$ cat src/rtl/digipot_pkg.sv
package digipot_pkg;
  localparam int CMD_W = 4;
  localparam logic [CMD_W-1:0] OP_NOP  = 4'h0;
  localparam logic [CMD_W-1:0] OP_LOAD = 4'h1;
  localparam logic [CMD_W-1:0] OP_UP   = 4'h2;
  localparam logic [CMD_W-1:0] OP_DOWN = 4'h3;
endpackage

$ cat src/rtl/digipot_spi_rx.sv
module digipot_spi_rx
  import digipot_pkg::*;
#(
  parameter int CODE_W     = 8,
  parameter int FRAME_BITS = 16
) (
  input  logic              clk,
  input  logic              rst_n,
  input  logic              sclk,
  input  logic              cs_n,
  input  logic              mosi,
  output logic              cmd_valid,
  output logic [CMD_W-1:0]  cmd_op,
  output logic [CODE_W-1:0] cmd_arg
);
  localparam int CNT_W   = $clog2(FRAME_BITS + 2);
  localparam int CNT_MAX = FRAME_BITS + 1;

  logic [1:0] sclk_s, cs_s, mosi_s;
  logic       sclk_d, cs_d;
  logic [CNT_W-1:0]  bit_cnt;
  logic [CMD_W-1:0]  op_sh;
  logic [CODE_W-1:0] arg_sh;
  logic sclk_rise, cs_rise;

  assign sclk_rise = sclk_s[1] & ~sclk_d;
  assign cs_rise   = cs_s[1] & ~cs_d;

  always_ff @(posedge clk or negedge rst_n) begin
    if (!rst_n) begin
      sclk_s <= '0;
      cs_s   <= '1;
      mosi_s <= '0;
      sclk_d <= 1'b0;
      cs_d   <= 1'b1;
    end else begin
      sclk_s <= {sclk_s[0], sclk};
      cs_s   <= {cs_s[0], cs_n};
      mosi_s <= {mosi_s[0], mosi};
      sclk_d <= sclk_s[1];
      cs_d   <= cs_s[1];
    end
  end

  // Command bits are captured from the first CMD_W samples; all later
  // samples pass through arg_sh, so reserved bits fall out of its top.
  always_ff @(posedge clk or negedge rst_n) begin
    if (!rst_n) begin
      bit_cnt <= '0;
      op_sh   <= '0;
      arg_sh  <= '0;
    end else if (cs_s[1]) begin
      bit_cnt <= '0;
    end else if (sclk_rise) begin
      if (bit_cnt != CNT_W'(CNT_MAX)) bit_cnt <= bit_cnt + 1'b1;
      if (bit_cnt < CNT_W'(CMD_W)) op_sh <= {op_sh[CMD_W-2:0], mosi_s[1]};
      arg_sh <= {arg_sh[CODE_W-2:0], mosi_s[1]};
    end
  end

  always_ff @(posedge clk or negedge rst_n) begin
    if (!rst_n) begin
      cmd_valid <= 1'b0;
      cmd_op    <= OP_NOP;
      cmd_arg   <= '0;
    end else begin
      cmd_valid <= cs_rise && (bit_cnt == CNT_W'(FRAME_BITS));
      if (cs_rise) begin
        cmd_op  <= op_sh;
        cmd_arg <= arg_sh;
      end
    end
  end

  p_valid_pulse_r5: assert property (@(posedge clk) disable iff (!rst_n)
    cmd_valid |=> !cmd_valid);
endmodule

$ cat src/rtl/digipot_wiper.sv
module digipot_wiper
  import digipot_pkg::*;
#(
  parameter int                CODE_W   = 8,
  parameter logic [CODE_W-1:0] RST_CODE = 8'h80
) (
  input  logic              clk,
  input  logic              rst_n,
  input  logic              par_valid,
  input  logic [CODE_W-1:0] par_data,
  input  logic              cmd_valid,
  input  logic [CMD_W-1:0]  cmd_op,
  input  logic [CODE_W-1:0] cmd_arg,
  output logic [CODE_W-1:0] code_q
);
  localparam logic [CODE_W-1:0] TOP = '1;

  logic [CODE_W-1:0] code_d;

  always_comb begin
    code_d = code_q;
    if (par_valid) begin
      code_d = par_data;
    end else if (cmd_valid) begin
      case (cmd_op)
        OP_LOAD: code_d = cmd_arg;
        OP_UP:   if (code_q != TOP) code_d = code_q + 1'b1;
        OP_DOWN: if (code_q != '0)  code_d = code_q - 1'b1;
        default: code_d = code_q;
      endcase
    end
  end

  always_ff @(posedge clk or negedge rst_n) begin
    if (!rst_n) code_q <= RST_CODE;
    else        code_q <= code_d;
  end

  p_par_wins_r11: assert property (@(posedge clk) disable iff (!rst_n)
    par_valid |=> code_q == $past(par_data));
  p_up_sat_r7: assert property (@(posedge clk) disable iff (!rst_n)
    (cmd_valid && !par_valid && cmd_op == OP_UP && code_q == TOP) |=> code_q == TOP);
  p_down_sat_r8: assert property (@(posedge clk) disable iff (!rst_n)
    (cmd_valid && !par_valid && cmd_op == OP_DOWN && code_q == '0) |=> code_q == '0);
  p_nop_hold_r9: assert property (@(posedge clk) disable iff (!rst_n)
    (!par_valid && (!cmd_valid || cmd_op == OP_NOP || cmd_op > OP_DOWN)) |=> $stable(code_q));
endmodule

$ cat src/rtl/digipot_tap_decode.sv
module digipot_tap_decode #(
  parameter int                CODE_W   = 8,
  parameter logic [CODE_W-1:0] RST_CODE = 8'h80
) (
  input  logic                        clk,
  input  logic                        rst_n,
  input  logic [CODE_W-1:0]           code,
  output logic [(1<<(CODE_W/2))-1:0]  row_sel,
  output logic [(1<<(CODE_W/2))-1:0]  col_sel
);
  localparam int HALF  = CODE_W / 2;
  localparam int LINES = 1 << HALF;

  for (genvar g = 0; g < LINES; g++) begin : g_line
    always_ff @(posedge clk or negedge rst_n) begin
      if (!rst_n) begin
        row_sel[g] <= (HALF'(g) == RST_CODE[CODE_W-1:HALF]);
        col_sel[g] <= (HALF'(g) == RST_CODE[HALF-1:0]);
      end else begin
        row_sel[g] <= (HALF'(g) == code[CODE_W-1:HALF]);
        col_sel[g] <= (HALF'(g) == code[HALF-1:0]);
      end
    end
  end

  p_one_row_r2: assert property (@(posedge clk) disable iff (!rst_n)
    $countones(row_sel) == 1);
  p_one_col_r2: assert property (@(posedge clk) disable iff (!rst_n)
    $countones(col_sel) == 1);
  p_row_track_r3: assert property (@(posedge clk) disable iff (!rst_n)
    1'b1 |=> row_sel[$past(code[CODE_W-1:HALF])]);
  p_col_track_r3: assert property (@(posedge clk) disable iff (!rst_n)
    1'b1 |=> col_sel[$past(code[HALF-1:0])]);
endmodule

$ cat src/rtl/digipot_ctrl.sv
module digipot_ctrl
  import digipot_pkg::*;
#(
  parameter int                CODE_W     = 8,
  parameter int                FRAME_BITS = 16,
  parameter logic [CODE_W-1:0] RST_CODE   = 8'h80,
  localparam int               LINES      = 1 << (CODE_W / 2)
) (
  input  logic              clk,
  input  logic              rst_n,
  input  logic              par_valid,
  input  logic [CODE_W-1:0] par_data,
  output logic              par_ready,
  input  logic              spi_sclk,
  input  logic              spi_cs_n,
  input  logic              spi_mosi,
  output logic [CODE_W-1:0] wiper,
  output logic [LINES-1:0]  row_sel,
  output logic [LINES-1:0]  col_sel
);
  logic              cmd_valid;
  logic [CMD_W-1:0]  cmd_op;
  logic [CODE_W-1:0] cmd_arg;

  assign par_ready = 1'b1;

  digipot_spi_rx #(.CODE_W(CODE_W), .FRAME_BITS(FRAME_BITS)) u_rx (
    .clk(clk), .rst_n(rst_n), .sclk(spi_sclk), .cs_n(spi_cs_n), .mosi(spi_mosi),
    .cmd_valid(cmd_valid), .cmd_op(cmd_op), .cmd_arg(cmd_arg)
  );

  digipot_wiper #(.CODE_W(CODE_W), .RST_CODE(RST_CODE)) u_wiper (
    .clk(clk), .rst_n(rst_n), .par_valid(par_valid), .par_data(par_data),
    .cmd_valid(cmd_valid), .cmd_op(cmd_op), .cmd_arg(cmd_arg), .code_q(wiper)
  );

  digipot_tap_decode #(.CODE_W(CODE_W), .RST_CODE(RST_CODE)) u_dec (
    .clk(clk), .rst_n(rst_n), .code(wiper), .row_sel(row_sel), .col_sel(col_sel)
  );
endmodule

$ cat config.mk
export PLATFORM = sky130hd
export DESIGN_NAME = digipot_ctrl
export DESIGN_NICKNAME = d
export VERILOG_FILES = /design/src/rtl/digipot_pkg.sv /design/src/rtl/digipot_spi_rx.sv /design/src/rtl/digipot_wiper.sv /design/src/rtl/digipot_tap_decode.sv /design/src/rtl/digipot_ctrl.sv
export SDC_FILE = /design/constraint.sdc
export NUM_CORES = 1
export LEC_CHECK = 0
export BUFFER_PORTS_ARGS = -buffer_cell sky130_fd_sc_hd__buf_2
export CORE_AREA = 5 5 87 89
export DETAILED_ROUTE_END_ITERATION = 16
export DIE_AREA = 0 0 92 94
export PLACE_DENSITY = 0.71
export REMOVE_ABC_BUFFERS = 1
export SETUP_SLACK_MARGIN = 0.1
export SYNTH_ARGS = -nofsm -noshare
export SYNTH_HDL_FRONTEND = slang
export SYNTH_SLANG_ARGS = --single-unit
$ cat constraint.sdc
create_clock -name clk -period 4.95 [get_ports clk]
set_clock_uncertainty 0.2 [all_clocks]
set_input_delay 0.495 -clock clk [delete_from_list [all_inputs] [get_ports clk]]
set_output_delay 0.495 -clock clk [all_outputs]
set_load 0.005 [all_outputs]
==> flow_summary.yaml <==
synthesis:
  yosys_warnings: 0
  ys_top_cells_by_count: "dfrtp_1 (72), nor2_1 (31), mux2_2 (21), nand2_1 (21), nand2b_1 (13)"
  synth_async_sr_flop_share_pct: 100
  library_cell_occupying_the_most_area_in_the_post_synthesis_netlist: "dfrtp_1"
  netlist_instances: 267
  yosys.cell_count.top_type: "dfrtp_1"
  syn-cell-area_sq_um: 3240
  synth_seq_cells: 78
  seq_area_frac_synth_pct: 60.5
  ys_dominant_reg_cell: "dfrtp_1"
  synthTopCellsByArea: "dfrtp_1 (56%), mux2_2 (7.3%), dfstp_2 (4.9%)"
  yosys.cell_types.count: 50
  synthesis.area_per_instance_sq_um: 12.1
  synth.top_cell.area_share_pct: 55.6
  synth-edff-count: 0
cells_and_area:
  fillerInstances: 586
  n_antenna_cell: 0
  fin_area_sq_um: 3720
  nets: 334
  syn2layout_area_growth_pct: 14.8
  multi_input_gate_area_sq_um: 1170
  fraction_of_final_layout_cells_with_drive_strength_greater_than_1_pct: 33.0
  seqCellArea_sq_um: 1960
route:
  first_iter_violations: 99
  wl_per_cell_microns: 14.2
  route.detailed.drc: 0
  vias: 2085
  drt_wl_total_mm: 5.70
  vias_per_cell: 5.20
  postRouteAntennaNets: 0
  drt_first_pass_iters: 4
die:
  starting_utilization_of_the_core_area_pct: 48.5
  top_level_ports: 55
  design.die.area_sq_um: 8650
  floorplan.core_area_sq_um: 6680
  std_cell_rows: 30
  die_y_microns: 94
  die_span_x_microns: 92
placed_design:
  place_area_sq_um: 3520
  gp_congestion: 0.742
  placement.io_buffers: 53
  dpl.hpwl_mm: 3.88
  post-place-ws_ns: 2.28
timing:
  report.final.slew_viol_count: 0
  clock_period_minus_worst_slack_ns: 2.69
  holdWs_ns: 0.0518
  final-setup-viol-count: 0
  worst_slew_margin_rel_pct: 27.6
  fin_ws_ns: 2.26
  period_share_pct: 54.3
  grt_setup_unrepaired: "no"
  final-hold-violation-count: 0
  worst_pin_slew_ns: 1.08
  achievable-frequency_mhz: 372
  setup_tns_ns: 0
global_route:
  first_global_vias: 2012
  grt_overflow: 0
  grt_use_total_pct: 14.5
  grt_start_max_net_pins: 79
  grt_pass1_wl_mm: 9.83
  antenna_found_initial: 0
setup_path:
  worstSetupStartpointType: "register"
  worst_path_max_delay_cell: "nor3b_2"
  data_arrival_time_of_the_critical_path_ns: 2.74
  setup.worst_path.class: "reg -> reg"
  critPathMostFrequentCell: "xnor2_1"
  critical_path.endpoint_type: "register"
  path_cells: "nor3b_2 > nand2_1 > xnor2_1 > ha_1 > or3b_4 > o21bai_2 > xnor2_1 > o211a_1 > o31ai_2"
  critPathMaxStageDelay_ns: 0.46
  timing.critical_path.fanout_max: 8
  critPathRequiredTime_ns: 5.00
power:
  comb_power_share_pct: 15.7
  clock_network_fraction_of_total_power_pct: 30.6
  p_switching_mw: 0.410
  p_total_mw: 1.54
  powerDensity_nw_per_um2: 414
  worst_ir_drop_vdd_mv: 0.194
  switching_share_of_total_power_pct: 26.6
  power.leakage_nw: 1.81
  cell_internal_pwr_mw: 1.13
  power.share.sequential_pct: 53.7
clocking:
  postCtsResizedCells: 0
  hold_buffers: 0
  clock_sinks: 78
  worst_setup_hold_path_clk_slew_ns: 0.07
  clockBufferDepth: 2
  clkLatencyLatePin_ns: 0.34
  cts_max_level: 3
  cts_tree: "built"
  cts_setup_buffers: 0
  cts_root_buf: "clkbuf_8"
  cts_buffers: 9
flow_run:
  maxCapViolations: 0
min_path:
  worstHoldPathType: "in -> reg"
status:
  status: "completed"
[through the flow]
step | instances | util (%)
5_1_grt | 401 | 55.6
3_3_place_gp | 385 | 52.6
3_5_place_dp | 385 | 52.6
2_1_floorplan | 252 | -
6_report | 401 | 55.6
4_1_cts | 401 | 55.6
[power by group through the flow]
stage	registers [mW]	clock network, mW	logic [mW]
final	0.826	0.472	0.241
after global routing	0.845	0.514	0.274
after CTS	0.827	0.486	0.246
after detailed placement	0.840	0	0.245
after global placement	0.833	0	0.238
after floorplan	0.815	0	0.175
[path summary, 6_finish.rpt]
path / startpoint / endpoint / slack [ns] / depth (start not counted)
worst max-delay path: u_rx.cmd_op[3] / u_wiper.code_q[4] / 2.26 / 9
worst min-delay path: spi_cs_n / u_rx.cs_s[0] / 0.05 / 1
worst max register to register: u_rx.cmd_op[3] / u_wiper.code_q[4] / 2.26 / 9
worst min register to register: u_rx.sclk_s[0] / u_rx.sclk_s[1] / 0.16 / 0
max in group asynchronous: rst_n / u_rx.op_sh[3] / 3.86 / 1
min in group asynchronous: rst_n / u_dec.col_sel[5] / 0.08 / 1
[cells in the final DEF (no fill, tap or decap), drive strengths merged, types with 5 or more instances in the layout]
cell	count
nand2	21
o31ai	7
mux2	24
xnor2	5
nand4	6
buf	53
nand2b	13
nor2	32
o21ai	5
clkbuf	13
nor3	10
dfrtp	72
dfstp	6
[layer usage]
layer	vias to the layer above	GRT usage (%)	part of all wire (%)
li1	1015	-	-
met1	1003	19.1	45
met2	58	22.4	47
met3	9	3.53	6.1
met4	0	6.81	1.8
met5	-	0	0
[final cells by class]
type / instances / area share [%]
Clock buffer: 13 / 4.27
Clock inverter: 3 / 1.14
Inverter: 4 / 0.404
Multi-Input combinational cell: 170 / 31.6
Sequential cell: 78 / 52.7
Tap cell: 80 / 2.69
Timing Repair Buffer: 53 / 7.20
[flip-flops by register name, summed over array words and instances, names as in the netlist, 4 cells and up]
signal and flops:
u_rx.op_sh 4, u_dec.row_sel 16, u_wiper.code_q 8, u_dec.col_sel 16, u_rx.arg_sh 8, u_rx.bit_cnt 5, u_rx.cmd_arg 8, u_rx.cmd_op 4
[critical path, delay by kind of cell (launching register included)]
kind,cells,cell delay (ns)
AO/OA/AOI/OAI,3,0.56
flip-flops,1,0.41
AND/OR/NAND/NOR,3,0.98
adder cells (fa/ha/maj),1,0.22
XOR/XNOR,2,0.22
[cells by family after synthesis]
kind of cell	synth area share [%]
compound gates	6.53
xor+xnor	2.43
fa+ha+maj	1.55
buf+inv	3.25
flops	60.5
mux	8.66
other cells	0.116
simple gates	17.0
Note: power is estimated with default switching activity, not from simulation.
